**src/rtl/twi_seq_pkg.sv**
```systemverilog
package twi_seq_pkg;

   localparam logic [7:0] CB_ACK   = 8'h04;
   localparam logic [7:0] CB_STOP  = 8'h10;
   localparam logic [7:0] CB_START = 8'h20;
   localparam logic [7:0] CB_EN    = 8'h40;
   localparam logic [7:0] CB_IEN   = 8'h80;
   localparam logic [7:0] CB_RUN   = CB_ACK | CB_EN | CB_IEN;

   localparam logic [7:0] SC_START    = 8'h08;
   localparam logic [7:0] SC_RSTART   = 8'h10;
   localparam logic [7:0] SC_WA_ACK   = 8'h18;
   localparam logic [7:0] SC_WA_NACK  = 8'h20;
   localparam logic [7:0] SC_WD_ACK   = 8'h28;
   localparam logic [7:0] SC_WD_NACK  = 8'h30;
   localparam logic [7:0] SC_RA_ACK   = 8'h40;
   localparam logic [7:0] SC_RA_NACK  = 8'h48;
   localparam logic [7:0] SC_RD_ACK   = 8'h50;
   localparam logic [7:0] SC_RD_NACK  = 8'h58;
   localparam logic [7:0] SC_WA2_ACK  = 8'hD0;
   localparam logic [7:0] SC_RA2_ACK  = 8'hE0;

   typedef enum logic [2:0] {
      PH_IDLE, PH_START, PH_RESTART, PH_ADR1, PH_ADR2, PH_WACK, PH_RDAT
   } phase_t;

   typedef enum logic [3:0] {
      A_NONE, A_BEGIN, A_RESTART, A_RSTART, A_ADDR1, A_ADDR2, A_SEND,
      A_HOLD, A_CONT, A_RECV, A_RECV_STOP, A_FINISH, A_NODEV, A_BUSERR,
      A_STRAY
   } act_t;

   function automatic logic [7:0] lead_byte(input logic [9:0] a,
                                            input logic ten,
                                            input logic rd);
      return ten ? {5'b11110, a[9:8], rd} : {a[6:0], rd};
   endfunction

endpackage

```
**src/rtl/twi_desc_fifo.sv**
```systemverilog
module twi_desc_fifo #(
   parameter int W     = 20,
   parameter int DEPTH = 4,
   localparam int CW   = $clog2(DEPTH + 1),
   localparam int PW   = (DEPTH > 1) ? $clog2(DEPTH) : 1
) (
   input  logic          clk,
   input  logic          rst_n,
   input  logic          push,
   input  logic [W-1:0]  din,
   output logic          full,
   input  logic          pop,
   input  logic          flush,
   output logic [W-1:0]  dout,
   output logic          empty,
   output logic [CW-1:0] count
);

   logic [W-1:0]  mem [DEPTH];
   logic [PW-1:0] wp, rp;
   logic          do_push;

   assign full    = (count == CW'(DEPTH));
   assign empty   = (count == '0);
   assign do_push = push && !full;
   assign dout    = mem[rp];

   function automatic logic [PW-1:0] bump(input logic [PW-1:0] p);
      return (p == PW'(DEPTH - 1)) ? '0 : p + PW'(1);
   endfunction

   always_ff @(posedge clk) begin
      if (do_push) mem[wp] <= din;
   end

   always_ff @(posedge clk or negedge rst_n) begin
      if (!rst_n) begin
         wp    <= '0;
         rp    <= '0;
         count <= '0;
      end else begin
         if (do_push) wp <= bump(wp);
         if (flush) begin
            rp    <= wp;
            count <= do_push ? CW'(1) : '0;
         end else begin
            if (pop && !empty) rp <= bump(rp);
            count <= count + CW'(do_push) - CW'(pop && !empty);
         end
      end
   end

   assert_pop_nonempty_R6: assert property (@(posedge clk) disable iff (!rst_n)
      pop |-> !empty);
   assert_flush_empties_R13: assert property (@(posedge clk) disable iff (!rst_n)
      (flush && !push) |=> empty);

endmodule

```
**src/rtl/twi_guard_timer.sv**
```systemverilog
module twi_guard_timer #(
   parameter int N = 1,
   localparam int CW = $clog2(N + 1)
) (
   input  logic clk,
   input  logic rst_n,
   input  logic load,
   output logic fire
);

   logic [CW-1:0] cnt;

   always_ff @(posedge clk or negedge rst_n) begin
      if (!rst_n)          cnt <= '0;
      else if (load)       cnt <= CW'(N);
      else if (cnt != '0)  cnt <= cnt - CW'(1);
   end

   assign fire = (cnt == CW'(1));

   assert_guard_free_R12: assert property (@(posedge clk) disable iff (!rst_n)
      load |-> (cnt == '0));
   assert_fire_single_R12: assert property (@(posedge clk) disable iff (!rst_n)
      fire |=> !fire);

endmodule

```
**src/rtl/twi_xfer_seq.sv**
```systemverilog
module twi_xfer_seq
   import twi_seq_pkg::*;
#(
   parameter int LEN_W      = 8,
   parameter int DESC_DEPTH = 4,
   parameter bit GUARD_EN   = 1'b0,
   parameter int GUARD_CYC  = 625
) (
   input  logic             clk,
   input  logic             rst_n,
   input  logic             desc_valid,
   output logic             desc_ready,
   input  logic [9:0]       desc_addr,
   input  logic             desc_rd,
   input  logic             desc_ten,
   input  logic [LEN_W-1:0] desc_len,
   input  logic             go,
   output logic             busy,
   input  logic             irq,
   input  logic [7:0]       status,
   input  logic [7:0]       rd_reg,
   output logic             ctl_wr,
   output logic [7:0]       ctl_data,
   output logic             dat_wr,
   output logic [7:0]       dat_data,
   output logic             ctl_reset,
   input  logic             wr_valid,
   input  logic [7:0]       wr_data,
   output logic             wr_ready,
   output logic             rd_valid,
   output logic [7:0]       rd_data,
   output logic             done,
   output logic             err_nodev,
   output logic             err_bus
);

   localparam int DW = 12 + LEN_W;
   localparam int FCW = $clog2(DESC_DEPTH + 1);

   if (DESC_DEPTH < 2) begin : g_bad_depth
      $error("DESC_DEPTH must be at least 2");
   end
   if (GUARD_CYC < 1) begin : g_bad_guard
      $error("GUARD_CYC must be at least 1");
   end
   if (LEN_W < 2) begin : g_bad_len
      $error("LEN_W must be at least 2");
   end

   // descriptor queue
   logic [DW-1:0]  q_head;
   logic           q_full, q_empty, q_pop, q_flush;
   logic [FCW-1:0] q_count;

   twi_desc_fifo #(.W(DW), .DEPTH(DESC_DEPTH)) u_fifo (
      .clk(clk), .rst_n(rst_n),
      .push(desc_valid), .din({desc_addr, desc_rd, desc_ten, desc_len}),
      .full(q_full), .pop(q_pop), .flush(q_flush),
      .dout(q_head), .empty(q_empty), .count(q_count)
   );
   assign desc_ready = !q_full;

   // guard interval
   logic g_load, g_fire;

   if (GUARD_EN) begin : g_guard_on
      twi_guard_timer #(.N(GUARD_CYC)) u_guard (
         .clk(clk), .rst_n(rst_n), .load(g_load), .fire(g_fire));
   end else begin : g_guard_off
      twi_guard_timer #(.N(1)) u_guard (
         .clk(clk), .rst_n(rst_n), .load(g_load), .fire(g_fire));
   end

   // transfer context
   phase_t           phase;
   logic [9:0]       c_addr;
   logic             c_rd, c_ten, c_last;
   logic [LEN_W-1:0] left;
   logic [7:0]       cbits;
   logic             rs_pend, fin_pend, tx_pend;

   act_t act, nxt_wr, nxt_rd;

   always_comb begin
      if (left == '0)   nxt_wr = c_last ? A_FINISH : A_RESTART;
      else if (wr_valid) nxt_wr = A_SEND;
      else              nxt_wr = A_HOLD;
      nxt_rd = (left == '0) ? A_FINISH : A_CONT;

      act = A_NONE;
      if (phase == PH_IDLE) begin
         if (irq)                              act = A_STRAY;
         else if (go && !fin_pend && !q_empty) act = A_BEGIN;
      end else if (tx_pend) begin
         act = wr_valid ? A_SEND : A_NONE;
      end else if (rs_pend) begin
         act = g_fire ? A_RSTART : A_NONE;
      end else if (irq) begin
         case (status)
            SC_START, SC_RSTART:              act = A_ADDR1;
            SC_WA_ACK:                        act = c_ten ? A_ADDR2 : nxt_wr;
            SC_WA2_ACK, SC_WD_ACK:            act = nxt_wr;
            SC_RA_ACK:                        act = c_ten ? A_ADDR2 : nxt_rd;
            SC_RA2_ACK:                       act = nxt_rd;
            SC_RD_ACK:                        act = A_RECV;
            SC_RD_NACK:                       act = A_RECV_STOP;
            SC_WA_NACK, SC_WD_NACK, SC_RA_NACK: act = A_NODEV;
            default:                          act = A_BUSERR;
         endcase
      end
   end

   assign q_pop    = (act == A_BEGIN) || (act == A_RESTART);
   assign q_flush  = act inside {A_FINISH, A_RECV_STOP, A_NODEV, A_BUSERR};
   assign g_load   = act inside {A_RESTART, A_FINISH, A_RECV_STOP};
   assign wr_ready = (act == A_SEND);
   assign busy     = (phase != PH_IDLE) || fin_pend;

   logic [7:0] stop_bits;
   assign stop_bits = (cbits & ~CB_IEN) | CB_STOP;

   always_ff @(posedge clk or negedge rst_n) begin
      if (!rst_n) begin
         phase     <= PH_IDLE;
         c_addr    <= '0;
         c_rd      <= 1'b0;
         c_ten     <= 1'b0;
         c_last    <= 1'b0;
         left      <= '0;
         cbits     <= CB_RUN;
         rs_pend   <= 1'b0;
         fin_pend  <= 1'b0;
         tx_pend   <= 1'b0;
         ctl_wr    <= 1'b0;
         ctl_data  <= '0;
         dat_wr    <= 1'b0;
         dat_data  <= '0;
         ctl_reset <= 1'b0;
         rd_valid  <= 1'b0;
         rd_data   <= '0;
         done      <= 1'b0;
         err_nodev <= 1'b0;
         err_bus   <= 1'b0;
      end else begin
         ctl_wr    <= 1'b0;
         dat_wr    <= 1'b0;
         ctl_reset <= 1'b0;
         rd_valid  <= 1'b0;
         done      <= 1'b0;
         err_nodev <= 1'b0;
         err_bus   <= 1'b0;

         if (fin_pend && g_fire) begin
            fin_pend <= 1'b0;
            done     <= 1'b0 | 1'b1;
         end

         case (act)
            A_BEGIN, A_RESTART: begin
               {c_addr, c_rd, c_ten, left} <= q_head;
               c_last <= (q_count == FCW'(1));
               cbits  <= CB_RUN;
               if (act == A_BEGIN) begin
                  ctl_wr   <= 1'b1;
                  ctl_data <= CB_RUN | CB_START;
                  phase    <= PH_START;
               end else begin
                  rs_pend  <= 1'b1;
                  phase    <= PH_RESTART;
               end
            end
            A_RSTART: begin
               rs_pend  <= 1'b0;
               ctl_wr   <= 1'b1;
               ctl_data <= cbits | CB_START;
            end
            A_ADDR1: begin
               dat_wr   <= 1'b1;
               dat_data <= lead_byte(c_addr, c_ten, c_rd);
               ctl_wr   <= 1'b1;
               ctl_data <= cbits;
               phase    <= PH_ADR1;
            end
            A_ADDR2: begin
               dat_wr   <= 1'b1;
               dat_data <= c_addr[7:0];
               ctl_wr   <= 1'b1;
               ctl_data <= cbits;
               phase    <= PH_ADR2;
            end
            A_SEND: begin
               tx_pend  <= 1'b0;
               dat_wr   <= 1'b1;
               dat_data <= wr_data;
               ctl_wr   <= 1'b1;
               ctl_data <= cbits;
               left     <= left - LEN_W'(1);
               phase    <= PH_WACK;
            end
            A_HOLD: begin
               tx_pend <= 1'b1;
               phase   <= PH_WACK;
            end
            A_CONT: begin
               ctl_wr <= 1'b1;
               if (left == LEN_W'(1)) begin
                  cbits    <= cbits & ~CB_ACK;
                  ctl_data <= cbits & ~CB_ACK;
               end else begin
                  ctl_data <= cbits;
               end
               phase <= PH_RDAT;
            end
            A_RECV: begin
               rd_valid <= 1'b1;
               rd_data  <= rd_reg;
               left     <= left - LEN_W'(1);
               ctl_wr   <= 1'b1;
               if (left == LEN_W'(2)) begin
                  cbits    <= cbits & ~CB_ACK;
                  ctl_data <= cbits & ~CB_ACK;
               end else begin
                  ctl_data <= cbits;
               end
               phase <= PH_RDAT;
            end
            A_RECV_STOP, A_FINISH: begin
               if (act == A_RECV_STOP) begin
                  rd_valid <= 1'b1;
                  rd_data  <= rd_reg;
               end
               ctl_wr   <= 1'b1;
               ctl_data <= stop_bits;
               cbits    <= cbits & ~CB_IEN;
               fin_pend <= 1'b1;
               phase    <= PH_IDLE;
            end
            A_NODEV, A_BUSERR: begin
               ctl_wr    <= 1'b1;
               ctl_data  <= stop_bits;
               cbits     <= CB_RUN;
               err_nodev <= (act == A_NODEV);
               err_bus   <= (act == A_BUSERR);
               ctl_reset <= (act == A_BUSERR);
               phase     <= PH_IDLE;
            end
            A_STRAY: begin
               ctl_wr   <= 1'b1;
               ctl_data <= stop_bits;
            end
            default: ;
         endcase
      end
   end

   assert_start_on_go_R1: assert property (@(posedge clk) disable iff (!rst_n)
      (!busy && go && !q_empty && !irq) |=> (ctl_wr && ctl_data[5] && busy));
   assert_stop_clears_ien_R5: assert property (@(posedge clk) disable iff (!rst_n)
      (ctl_wr && ctl_data[4]) |-> (!ctl_data[7] && !ctl_data[5]));
   assert_nodev_stops_R9: assert property (@(posedge clk) disable iff (!rst_n)
      err_nodev |-> (ctl_wr && ctl_data[4] && !done && !ctl_reset));
   assert_buserr_resets_R10: assert property (@(posedge clk) disable iff (!rst_n)
      err_bus |-> (ctl_reset && ctl_wr && ctl_data[4]));
   assert_stray_stop_only_R11: assert property (@(posedge clk) disable iff (!rst_n)
      (!busy && irq) |=> (ctl_wr && ctl_data[4] && !err_nodev && !err_bus && !dat_wr));
   assert_single_outcome_R12: assert property (@(posedge clk) disable iff (!rst_n)
      $onehot0({done, err_nodev, err_bus}));
   assert_read_byte_out_R8: assert property (@(posedge clk) disable iff (!rst_n)
      (busy && !tx_pend && !rs_pend && irq && status == SC_RD_NACK)
         |=> (rd_valid && ctl_wr && ctl_data[4]));

endmodule

```
**config.mk**
```make
export PLATFORM = sky130hd
export DESIGN_NAME = twi_xfer_seq
export DESIGN_NICKNAME = d
export VERILOG_FILES = /design/src/rtl/twi_seq_pkg.sv /design/src/rtl/twi_desc_fifo.sv /design/src/rtl/twi_guard_timer.sv /design/src/rtl/twi_xfer_seq.sv
export SDC_FILE = /design/constraint.sdc
export NUM_CORES = 1
export LEC_CHECK = 0
export ABC_AREA = 1
export BUFFER_PORTS_ARGS = -buffer_cell sky130_fd_sc_hd__clkbuf_2
export CORE_UTILIZATION = 58
export CTS_CLUSTER_SIZE = 20
export DETAILED_ROUTE_END_ITERATION = 7
export PLACE_DENSITY = 0.8
export SLEW_MARGIN = 20
export SYNTH_ARGS = -nofsm -noshare
export SYNTH_HDL_FRONTEND = slang
export SYNTH_SLANG_ARGS = --single-unit
```
**constraint.sdc**
```tcl
create_clock -name clk -period 4.2 [get_ports clk]
set_input_delay 0.84 -clock clk [delete_from_list [all_inputs] [get_ports clk]]
set_output_delay 0.84 -clock clk [all_outputs]
set_load 0.01 [all_outputs]
```
* Word-level counts from Yosys, hierarchy flattened
Memories as Yosys holds them, arrays and structs flattened. Cells that the tools add are included.
Word-level totals: word-level logic and storage cells 162, flip-flop bits (word level) 73, memories 1, latch bits 0, ROM bits 0, input port bits 50, memory bits (writable) 80, output and inout port bits 34
Cells by class: order comparisons 0, divide/modulo/power cells 0, bitwise gates (word level) 1, add/sub/neg operators 6, mux-type cells 50, equal/unequal tests 35, shift operators 0, $mul 0, reduce and logical (&&, ||, !) cells 45
Memory list:
- u_fifo.mem | words 4, width 20, rd ports 1, clocked after memory_dff 0, write ports 1, line twi_desc_fifo.sv:19 | logic [W-1:0] mem [DEPTH];
Operator list (number):
- $pmux W8 S6 | 1
- $mux W4 | 9
- $eq A8 B7 Y1 const B | 4
- $pmux W4 S8 | 1
- $pmux W8 S2 | 2
- $pmux W8 S4 | 1
- $eq A4 B4 Y1 const B | 7
- $eq A8 B6 Y1 const B | 3
- $mux W8 | 3
- $pmux W8 S3 | 1
- $pmux W3 S6 | 1
- $eq A4 B3 Y1 const B | 4
- $eq A8 B5 Y1 const B | 2
- $eq A8 B8 Y1 const B | 2
- $mux W1 | 16
- $reduce_or A2 Y1 | 8
- $mux W2 | 7
- $mux W3 | 4
- $reduce_bool A2 Y1 | 6
- $reduce_bool A3 Y1 | 4
- $reduce_bool A6 Y1 | 2
- $reduce_or A11 Y1 | 1
- $eq A4 B2 Y1 const B | 2
- $eq A8 B1 Y1 const B | 1
- other kinds (24) | 45

* Longest topological paths before layout
Gate-level depths: netlist (run 1).
depth in word-level cells 13, depth in mapped cells 25, mapped depth without buffers 25

* Cells and area by module
From an unflattened synthesis (run 1), not the netlist that was laid out.
Unflattened totals: cell total of the unflattened synthesis 768, area, all modules 7248.2 sq um
By module, submodules not included:
- twi_xfer_seq | area an instance 3701.0 sq um, seq. area each 1480.2 sq um, times used 1, cells an instance 508
- twi_desc_fifo | area an instance 3522.1 sq um, seq. area each 2577.5 sq um, times used 1, cells an instance 259
- twi_guard_timer | area an instance 25.0 sq um, seq. area each 25.0 sq um, times used 1, cells an instance 1

* Least setup slack after synthesis (run 1)
OpenSTA, ideal clock, no wires.
kind input port to flip-flop, from input status[1], to register u_fifo.count[2], arrival 3190 ps, path buffers 0, slack 889 ps, data required time 4079 ps, library setup time 121 ps, stages 24, path through nor2_1 -> nand2_2 -> inv_2 -> nand2_2 -> nand2_1 -> nor2_1 -> nand2_1 -> nand2_1 -> o21ai_2 -> nand2_4 -> clkinv_4 -> nand3_2 -> inv_2 -> nand2_2 -> nand2_2 -> nand2_1 -> inv_1 -> ha_1 -> inv_1 -> ha_1 -> inv_1 -> fa_1 -> xor2_1 -> nor2_1
Between the ends: word-level cells in the longest chain between the ends 12, elaborated cells on any way between the ends 31, those cells by class 1 x add/sub; 18 x eq/ne; 6 x mux; 6 x reduce/logical
RTL lines:
- start: declaration | line twi_xfer_seq.sv:20 | input logic [7:0] status,
- $eq A8 B6 Y1 (tied with other cells) | line twi_xfer_seq.sv:99 | case (status)
- $reduce_or A3 Y1 or $reduce_or A2 Y1 (tied branches) | line twi_xfer_seq.sv:99
- $pmux W4 S8 * | line twi_xfer_seq.sv:99
- $mux W4 * | line twi_xfer_seq.sv:98 | end else if (irq) begin
- $mux W4 * | line twi_xfer_seq.sv:96 | end else if (rs_pend) begin
- $mux W4 * | line twi_xfer_seq.sv:94 | end else if (tx_pend) begin
- $mux W4 * | line twi_xfer_seq.sv:91 | if (phase == PH_IDLE) begin
- $eq A4 B1 Y1 or $eq A4 B2 Y1 (tied branches) | line twi_xfer_seq.sv:113 | assign q_pop = (act == A_BEGIN) || (act == A_RESTART);
- $logic_or A1 B1 Y1 | line twi_xfer_seq.sv:113
- $logic_and A1 B1 Y1 | line twi_desc_fifo.sv:48 | count <= count + CW'(do_push) - CW'(pop && !empty);
- $sub A3 B1 Y3 | line twi_desc_fifo.sv:48
- $mux W3 * | line twi_desc_fifo.sv:43 | if (flush) begin
- end signal: assignment | line twi_desc_fifo.sv:45 | count <= do_push ? CW'(1) : '0;
- end signal: assignment | line twi_desc_fifo.sv:48
- end: declaration | line twi_desc_fifo.sv:16 | output logic [CW-1:0] count
Every way passes the cells marked *; elsewhere a longest branch is shown, timed or not. A chain may end at the register's enable or synchronous reset.

* Worst setup path in the final report (run 1)
from register left[0], to output wr_ready
Between the ends: word-level cells in the longest chain between the ends 9, elaborated cells on any way between the ends 11, those cells by class 1 x eq/ne; 9 x mux; 1 x reduce/logical
RTL lines:
- start: declaration | line twi_xfer_seq.sv:78 | logic [LEN_W-1:0] left;
- start signal: assignment | line twi_xfer_seq.sv:160 | {c_addr, c_rd, c_ten, left} <= q_head;
- start signal: assignment | line twi_xfer_seq.sv:197 | left <= left - LEN_W'(1);
- start signal: assignment | line twi_xfer_seq.sv:217 | left <= left - LEN_W'(1);
- $logic_not A8 Y1 * | line twi_xfer_seq.sv:85, twi_xfer_seq.sv:88
- $mux W2 or $mux W4 (tied branches) | line twi_xfer_seq.sv:88, twi_xfer_seq.sv:85
- $mux W4 (on tied branches) | line twi_xfer_seq.sv:103, twi_xfer_seq.sv:101
- $pmux W4 S8 * | line twi_xfer_seq.sv:99
- $mux W4 * | line twi_xfer_seq.sv:98
- $mux W4 * | line twi_xfer_seq.sv:96
- $mux W4 * | line twi_xfer_seq.sv:94
- $mux W4 * | line twi_xfer_seq.sv:91
- $eq A4 B3 Y1 * | line twi_xfer_seq.sv:116 | assign wr_ready = (act == A_SEND);
- end: declaration | line twi_xfer_seq.sv:29 | output logic wr_ready,
Marked as above.

==> flow_results.org, run 1 <==
** Timing
- Fmax :: approximately 0.29 GHz
- Slew of the pin with the lowest slew margin :: about 0.89 ns
- Worst path setup slack after routing :: 0.695 ns
- Tcrit/Tclk final :: a little over four fifths
- Clock skew after layout :: between 0.003 and 0.004 ns
- Counting I/O delays and the setup requirement, the final critical path takes roughly 3.5 ns.
- Headroom to the max-slew limit :: between 40% and 50%
- Setup repair after global routing left no endpoint under its margin.
- Final Setup Violations :: 0
- Setup total negative slack :: 0 ns
- Number of hold-slack violations in the final timing report :: 0
- Final count of pins violating max slew :: 0

** Clock tree
- Once the clock tree was built, the setup fixing pass inserted 0 buffers.
- TritonCTS built the clock tree.
- After clock tree synthesis, the repair step resized 0 gates.
- Depth of the CTS H-tree :: 4
- Number of buffers inserted during clock tree synthesis :: 17
- The clock net in this run drives a total of 147 sinks.
- Clock tree buffer depth :: 2
- Clock-pin slew was measured on the worst setup and hold paths at 0.06 ns.
- CTS placed an instance of clkbuf_16 at the clock tree root.
- Hold_buf cts :: 0
- Clk_lat worst skew :: 0.42 ns

** Drt
- The count of nets left with antenna violations once routing finished came out at 0.
- Met3 WL :: around 750 um
- Wires add up to 14400 um.
- Detailed routing placed a total of slightly below 7000 um of wire on met2.
- The first TritonRoute pass finished after 6 iterations.
- In the final routing, the length of wire on met1 measures roughly 6500 um.
- The detailed router placed ~5300 vias in this run.
- DRC violations left :: 8
- After detailed routing, no signal wire sits above met4.
- After detailed routing, the average wire length per cell comes to roughly 15 um.
- Using the TritonRoute via totals, the vias-per-cell ratio works out to 5.41.
- DR iter-0 viols :: around 430

** Synth
- Mean post-synth cell area :: approximately 9.5 um^2
- Synthesis produced about 740 cells.
- Total number of yosys warnings :: 0
- Counting flops and latches in the post-synthesis netlist gives between 100 and 150.
- Sequential fraction of the synthesis area :: 58.5%
- Synthesis instantiated 43 different standard cells from the library.
- Post-Synthesis Cell Area :: about 7000 um^2
- Mapped Nets :: around 800

** Final layout
- In the final design database the tool counted roughly 900 nets.
- The repair_antennas step left the layout with diodes totalling 0.
- After the flow finishes, the layout carries non-filler instances totaling 982.
- Counting the fill cells in the layout gives just under 900.
- Layout Area Growth over Synthesis :: 15.2%
- Layout cell share with drive strength beyond 1 :: between 20% and 30%
- Post-Route Utilization :: a little over two thirds
- Highest-count cells in the layout ignoring fill and taps :: nand2_1, nor2_1, clkbuf_2
- Commonest non-fill, non-tap cell in the layout :: nand2_1

** Pwr
- IR analysis of the VDD net gives a maximum drop of a little over 0.5 mV.
- Power spread over the standard cell area amounts to approximately 750 nW/um^2.
- After layout, the design draws a total of approximately 6.0 mW.
- Total leakage power :: about 3.7 nW

** Global routing
- The first global-routing pass estimated 23700 um of wire.
- Pin count of the biggest net entering global routing :: 44
- The number of antenna violations at the first check in global routing is 0.
- Global routing used 24.7% of the available tracks.
- After global routing the overflow that remains totals 0.
- Via count of the first global-routing pass :: roughly 5200

** Worst setup path
- The critical path contains buffers and inverters numbering 4 combined.
- The slowest stage of the critical path belongs to the cell dfrtp_1.
- Crit-path cells :: inv_1, ha_1, nand2_2, nor2_4, a21oi_1, nand3_1, nand2_1, nand2_1, nand2_1, nand2_4, inv_4, nor2_8, nand2_4, inv_2, clkbuf_2
- The setup path with the least slack is of type flop to output port.
- Biggest cell delay along the critical path :: 0.41 ns
- Cell type with the highest occurrence count on the critical path :: nand2_1
- Top delay family on crit path :: simple AND/OR/NAND/NOR gates
- STA puts the critical path data required time at around 3.4 ns.
- For the worst setup path, the data arrival time is about 2.7 ns.
- The worst setup path is launched from a flop.
- Along the worst path, the maximum fanout reaches 9.
- The worst setup path is captured at an output port.

** Floorplan
- Starting utilization of the core area :: 60.3%
- Row Count :: 39
- The die covers roughly 12000 um^2.
- Die outline width :: 112 um
- The region available for standard cell placement spans between 10000 and 15000 um^2.
- IO Count :: 84
- The die is ~110 um tall.

** Placement
- Post-detail-place hpwl :: ~10000 um
- Count of input and output buffers :: 83
- The congestion estimate from routability-driven global placement came to between 0.9 and 1.
- Before CTS, the worst setup slack after placement is ~0.56 ns.
- Number of cells in the design after placement :: 950

** Status
- Violated checks :: design-rule violations
- Status :: complete, but fails checks

** Min path
- In this run the worst hold path is classified as flop to flop.

** Run
- Max_cap viols :: 0
-- metrics by stage --
step	instance area [um^2]	hold WS (ns)
after global routing	8040	0.499
after global placement	7490	0.457
after CTS	8040	0.475
after floorplan	6980	0.436
after detailed placement	7490	0.464
final	8040	0.470
-- power by group --
part	total, mW	internal (mW)	switching [mW]
clock network	1.38	0.805	0.572
registers	2.24	1.99	0.254
logic	2.37	0.794	1.58
total	6.00	3.59	2.41
-- cells by family (layout without fill, tap and decap cells) --
family | count (synthesis) | after routing | share of synthesized area [%]
buf+inv | 93 | 195 | 5.88
compound gates | 117 | 117 | 9.67
xor+xnor | 6 | 6 | 0.753
fa+ha+maj | 11 | 11 | 2.08
flops | 147 | 147 | 58.5
simple gates | 363 | 363 | 23.1
-- worst paths after layout --
| kind | start | end | slack (ns) | cells after the start |
|---|---|---|---|---|
| max | left[0] | wr_ready | 0.70 | 15 |
| min | cbits[7] | cbits[7] | 0.47 | 2 |
| max reg2reg | left[0] | u_fifo.count[2] | 0.89 | 23 |
| min reg2reg | cbits[7] | cbits[7] | 0.47 | 2 |
| max in group asynchronous | rst_n | tx_pend | 2.75 | 2 |
| min in group asynchronous | rst_n | dat_data[4] | 0.54 | 1 |
-- Yosys cell counts, drive strengths merged --
library cell,instances,area share [%]
nor2,116,7.2
o31ai,1,0.18
o21a,3,0.32
dfstp,3,1.1
a22oi,1,0.11
clkinv,1,0.13
inv,72,3.9
o21ai,64,4.6
nor3,5,0.43
a21oi,17,1.3
a32o,5,0.72
clkbuf,11,0.59
o22ai,16,1.4
ha,10,1.8
edfxtp,80,34
or2,1,0.090
a31oi,5,0.45
xnor2,2,0.25
nand2,198,12
buf,9,1.3
nand3,39,3.1
xor2,4,0.50
nand4,4,0.36
dfrtp,64,23
o211ai,4,0.43
fa,1,0.29
a21boi,1,0.11
-- routing by layer --
metal | global-route usage [%] | vias to the layer above
met5 | 0 | -
li1 | - | 2629
met2 | 39.9 | 153
met4 | 11.1 | 0
met3 | 6.64 | 21
met1 | 31.3 | 2509
-- layout make-up --
type,count,area [um^2],share of cell area [%]
flip-flops and latches,147,4080,50.8
repair buffers,90,468,5.82
clock buffers,18,429,5.34
clock inverters,14,116,1.45
inverters,73,282,3.50
multi-input cells,497,2480,30.9
well taps,143,179,2.23
-- state kept, by name, summed over array words and instances, names as in the netlist, 2 cells and up --
name / flops
rd_data: 8
u_fifo.mem: 80
dat_data: 8
phase: 3
u_fifo.wp: 2
ctl_data: 7
c_addr: 10
u_fifo.count: 3
cbits: 3
u_fifo.rp: 2
left: 8
-- worst reg2reg max path: stages, from the launching register on --
cell	delay [ns]
dfrtp_1	0.41
inv_1	0.11
ha_1	0.23
nand2_2	0.12
inv_1	0.06
nand2_1	0.10
nand2_1	0.11
a21oi_1	0.07
nor2_1	0.11
nand3_1	0.09
nand2_1	0.08
nand2_2	0.06
a21oi_2	0.24
nand2_2	0.10
nand2_2	0.07
nand2_1	0.08
inv_1	0.08
ha_1	0.22
inv_1	0.06
ha_1	0.13
inv_1	0.05
fa_1	0.37
xor2_1	0.17
nor2_1	0.10
Power figures use the tool's default switching activity.
==> run 2: changes to the inputs <==
Clock period 4.2 ns to 3.5 ns, I/O delays scaled along.
==> run 2 against run 1 <==
Against the previous run: the run still ends with design-rule violations left; clock skew up 0.0029 ns; first-iteration DRC count down 10%; cell count up 0.31%; count of clock-buffer cells in the layout down 1; sequential share of layout area down 0.30 points; power up 21%; critical path depth up 1; largest cell class unchanged; largest power group unchanged.
==> flow_results.org, run 2 (synthesis gave the netlist of run 1 again) <==
** Timing
- Final count of pins violating max slew :: 0
- The number of hold violations in the final report came to 0.
- Final Setup Violations :: 0
- Measured against its own limit, the worst slew margin works out to about 40%.
- After layout, the minimum clock period comes to approximately 3.3 ns.
- Of the available clock period, the critical path in the final layout requires roughly 94%.
- Setup total negative slack :: 0 ns
- Setup repair after global routing left no endpoint under its margin.
- Fmax :: around 0.3 GHz
- For the pin with the worst max-slew slack, the measured transition is roughly 0.9 ns.
- Clock skew after layout :: between 0.006 and 0.007 ns

** Status
- The flow ran to the end, but the final reports show violations.
- Violated checks :: design-rule violations

** Worst setup path
- Cell type with the highest occurrence count on the critical path :: nand2_1
- STA puts the critical path data arrival time at between 2 and 3 ns.
- The critical path goes through inv_1, ha_2, nand2_2, inv_1, nand2_1, nand2_1, a21oi_1, nor2_1, nand3_1, nand2_1, nand2_2, a21oi_2, buf_4, nand2_4, inv_2, clkbuf_2.
- CP max-delay cell :: dfrtp_1
- For this run, the slowest stage of the critical path takes around 0.42 ns.
- Across all register-to-register paths, the minimum setup slack is 0.28 ns.
- The worst setup path is captured at an output port.
- Critical register-to-register path startpoint :: left[0]
- RR Endpoint :: u_fifo.count[2]
- Capture point of the critical path :: wr_ready
- STA puts the critical path data required time at about 2.8 ns.
- The critical path runs through a total of 16 cells.
- Tracing the worst setup path back leads to its startpoint at left[0].
- Crit-path max FO :: 4
- Cells on worst reg2reg path :: 24
- The kind of cell with the highest combined delay along the critical path is simple AND/OR/NAND/NOR gates.
- Crit path kind :: flop to output port
- Kind of start point of the critical path :: flop
- The critical path contains buffers and inverters numbering 5 combined.

** Clock tree
- Clock tree synthesis selected as its root buffer the cell clkbuf_16.
- Hold_buf cts :: 0
- Clock tree buffer depth :: 2
- TritonCTS built the clock tree.
- Clk_lat worst skew :: 0.42 ns
- Num Clock Sinks :: between 100 and 150
- After clock tree synthesis, the clock-pin slew on the worst setup and hold paths is approximately 0.060 ns.
- Depth of the CTS H-tree :: 4
- Number of buffers inserted during clock tree synthesis :: 17

** Min path
- The min-delay analysis places its worst path in the category input port to asynchronous set/reset pin.

** Final layout
- Final cell count without fillers :: 985
- Net count, final :: 891
- More flip-flops sit in one register than any other, and that register is u_fifo.mem.
- Final-layout fill cell count :: around 870
- Layout Area Growth over Synthesis :: 15.9%
- Of the cells placed in the final design, the portion with a size suffix greater than 1 is 22.2%.
- Commonest non-fill, non-tap cell in the layout :: nand2_1
- The register with the most flip-flops in the layout has 80 of them.
- The library cells used most frequently in the layout, excluding fill and tap cells, are nand2_1, nor2_1, clkbuf_2.
- Largest registers ranked by flip-flop count :: u_fifo.mem (80), c_addr (10)
- 0 antenna diodes ended up in the layout.

** Global routing
- Entering global routing, the biggest net connects just under 70 pins.
- Via count of the first global-routing pass :: ~5100
- The first global-routing pass estimated 23600 um of wire.
- Tot GR Track Use :: 24.2%
- The number of antenna violations at the first check in global routing was 0.
- Global routing finished with a remaining overflow of 0.

** Floorplan
- Die Ht :: ~110 um
- Starting utilization of the core area :: between 60% and 70%
- The floorplan step set the die width to around 110 um.
- Die area :: approximately 12000 um^2
- The initialized floorplan defines 39 standard-cell rows.
- The core region is around 12000 um^2.
- For this design the top-level I/O count stands at between 80 and 90.

** Placement
- Counting tap cells, the placed design contains a total of ~950 instances.
- Count of input and output buffers :: between 80 and 90
- Post-detail-place hpwl :: ~9800 um
- The congestion estimate from routability-driven global placement came to between 0.8 and 0.9.

** Drt
- First-pass DRT Iterations :: 7
- After detailed routing, the number of remaining DRC violations is 8.
- DR iter-0 viols :: 383
- The routed layout has 5329 vias.
- Post-DR wirelength/cell :: around 14 um
- Total wirelength of the detailed-routed design :: around 14000 um
- Once detail routing completed, the nets flagged for antenna violations numbered 0.
- Dividing the detail-routed via count by the number of cells gives between 5 and 6.

** Pwr
- The worst-case IR drop observed on VDD is 0.529 mV.
- Pwr dens :: around 900 nW/um^2
- Summed over all cells, the static leakage comes to 3.70 nW.
- Power consumption :: slightly above 7 mW

** Run
- Across the run, the number of max-cap violations was 0.
## run 2: routing by layer
| layer | part of all wire, % | vias to the layer above | track usage, % | wire length (um) |
|---|---|---|---|---|
| met1 | 44 | 2520 | 31.1 | 6320 |
| li1 | - | 2637 | - | - |
| met4 | 1.2 | 0 | 8.29 | 172 |
| met2 | 49 | 156 | 40.5 | 7060 |
| met5 | 0 | - | 0 | 0 |
| met3 | 5.0 | 16 | 5.77 | 720 |
## run 2: how the worst min path moves through the flow
stage,from,endpoint,slack (ns),cells past startpoint
after floorplan,rst_n,c_addr[0],0.40,0
after global placement,fin_pend,done,0.45,2
after detailed placement,fin_pend,done,0.45,2
after CTS,rd_reg[1],rd_data[1],0.47,3
after global routing,desc_len[2],u_fifo.mem[3][2],0.48,1
final,rst_n,dat_data[4],0.44,2
## run 2: through the flow
| stage | util, % | instance area (um^2) | setup WS, ns | hold WS (ns) |
|---|---|---|---|---|
| 2_1_floorplan | - | 6980 | 0.329 | 0.404 |
| 3_3_place_gp | 65.1 | 7520 | 0.147 | 0.454 |
| 3_5_place_dp | 65.1 | 7520 | 0.0592 | 0.453 |
| 4_1_cts | 69.9 | 8080 | 0.176 | 0.470 |
| 5_1_grt | 69.9 | 8090 | 0.0227 | 0.483 |
| 6_report | 69.9 | 8090 | 0.203 | 0.444 |
## run 2: repair_timing
item,in CTS,in global routing
setup buffers,0,0
gates resized for setup,0,2
endpoints found under the hold margin,0,0
endpoints found under the setup margin,0,1
## run 2: power by group
group | internal, mW | switching (mW)
logic | 0.986 | 1.90
clock network | 0.979 | 0.705
registers | 2.39 | 0.299
total | 4.35 | 2.90
## run 2: layout make-up
| cell class | count | area (um^2) | share of cell area (%) |
|---|---|---|---|
| Tap cell | 143 | 179 | 2.21 |
| Clock inverter | 14 | 133 | 1.64 |
| Sequential cell | 147 | 4080 | 50.5 |
| Timing Repair Buffer | 94 | 498 | 6.16 |
| Clock buffer | 17 | 425 | 5.26 |
| Multi-Input combinational cell | 497 | 2490 | 30.8 |
| Inverter | 73 | 282 | 3.48 |
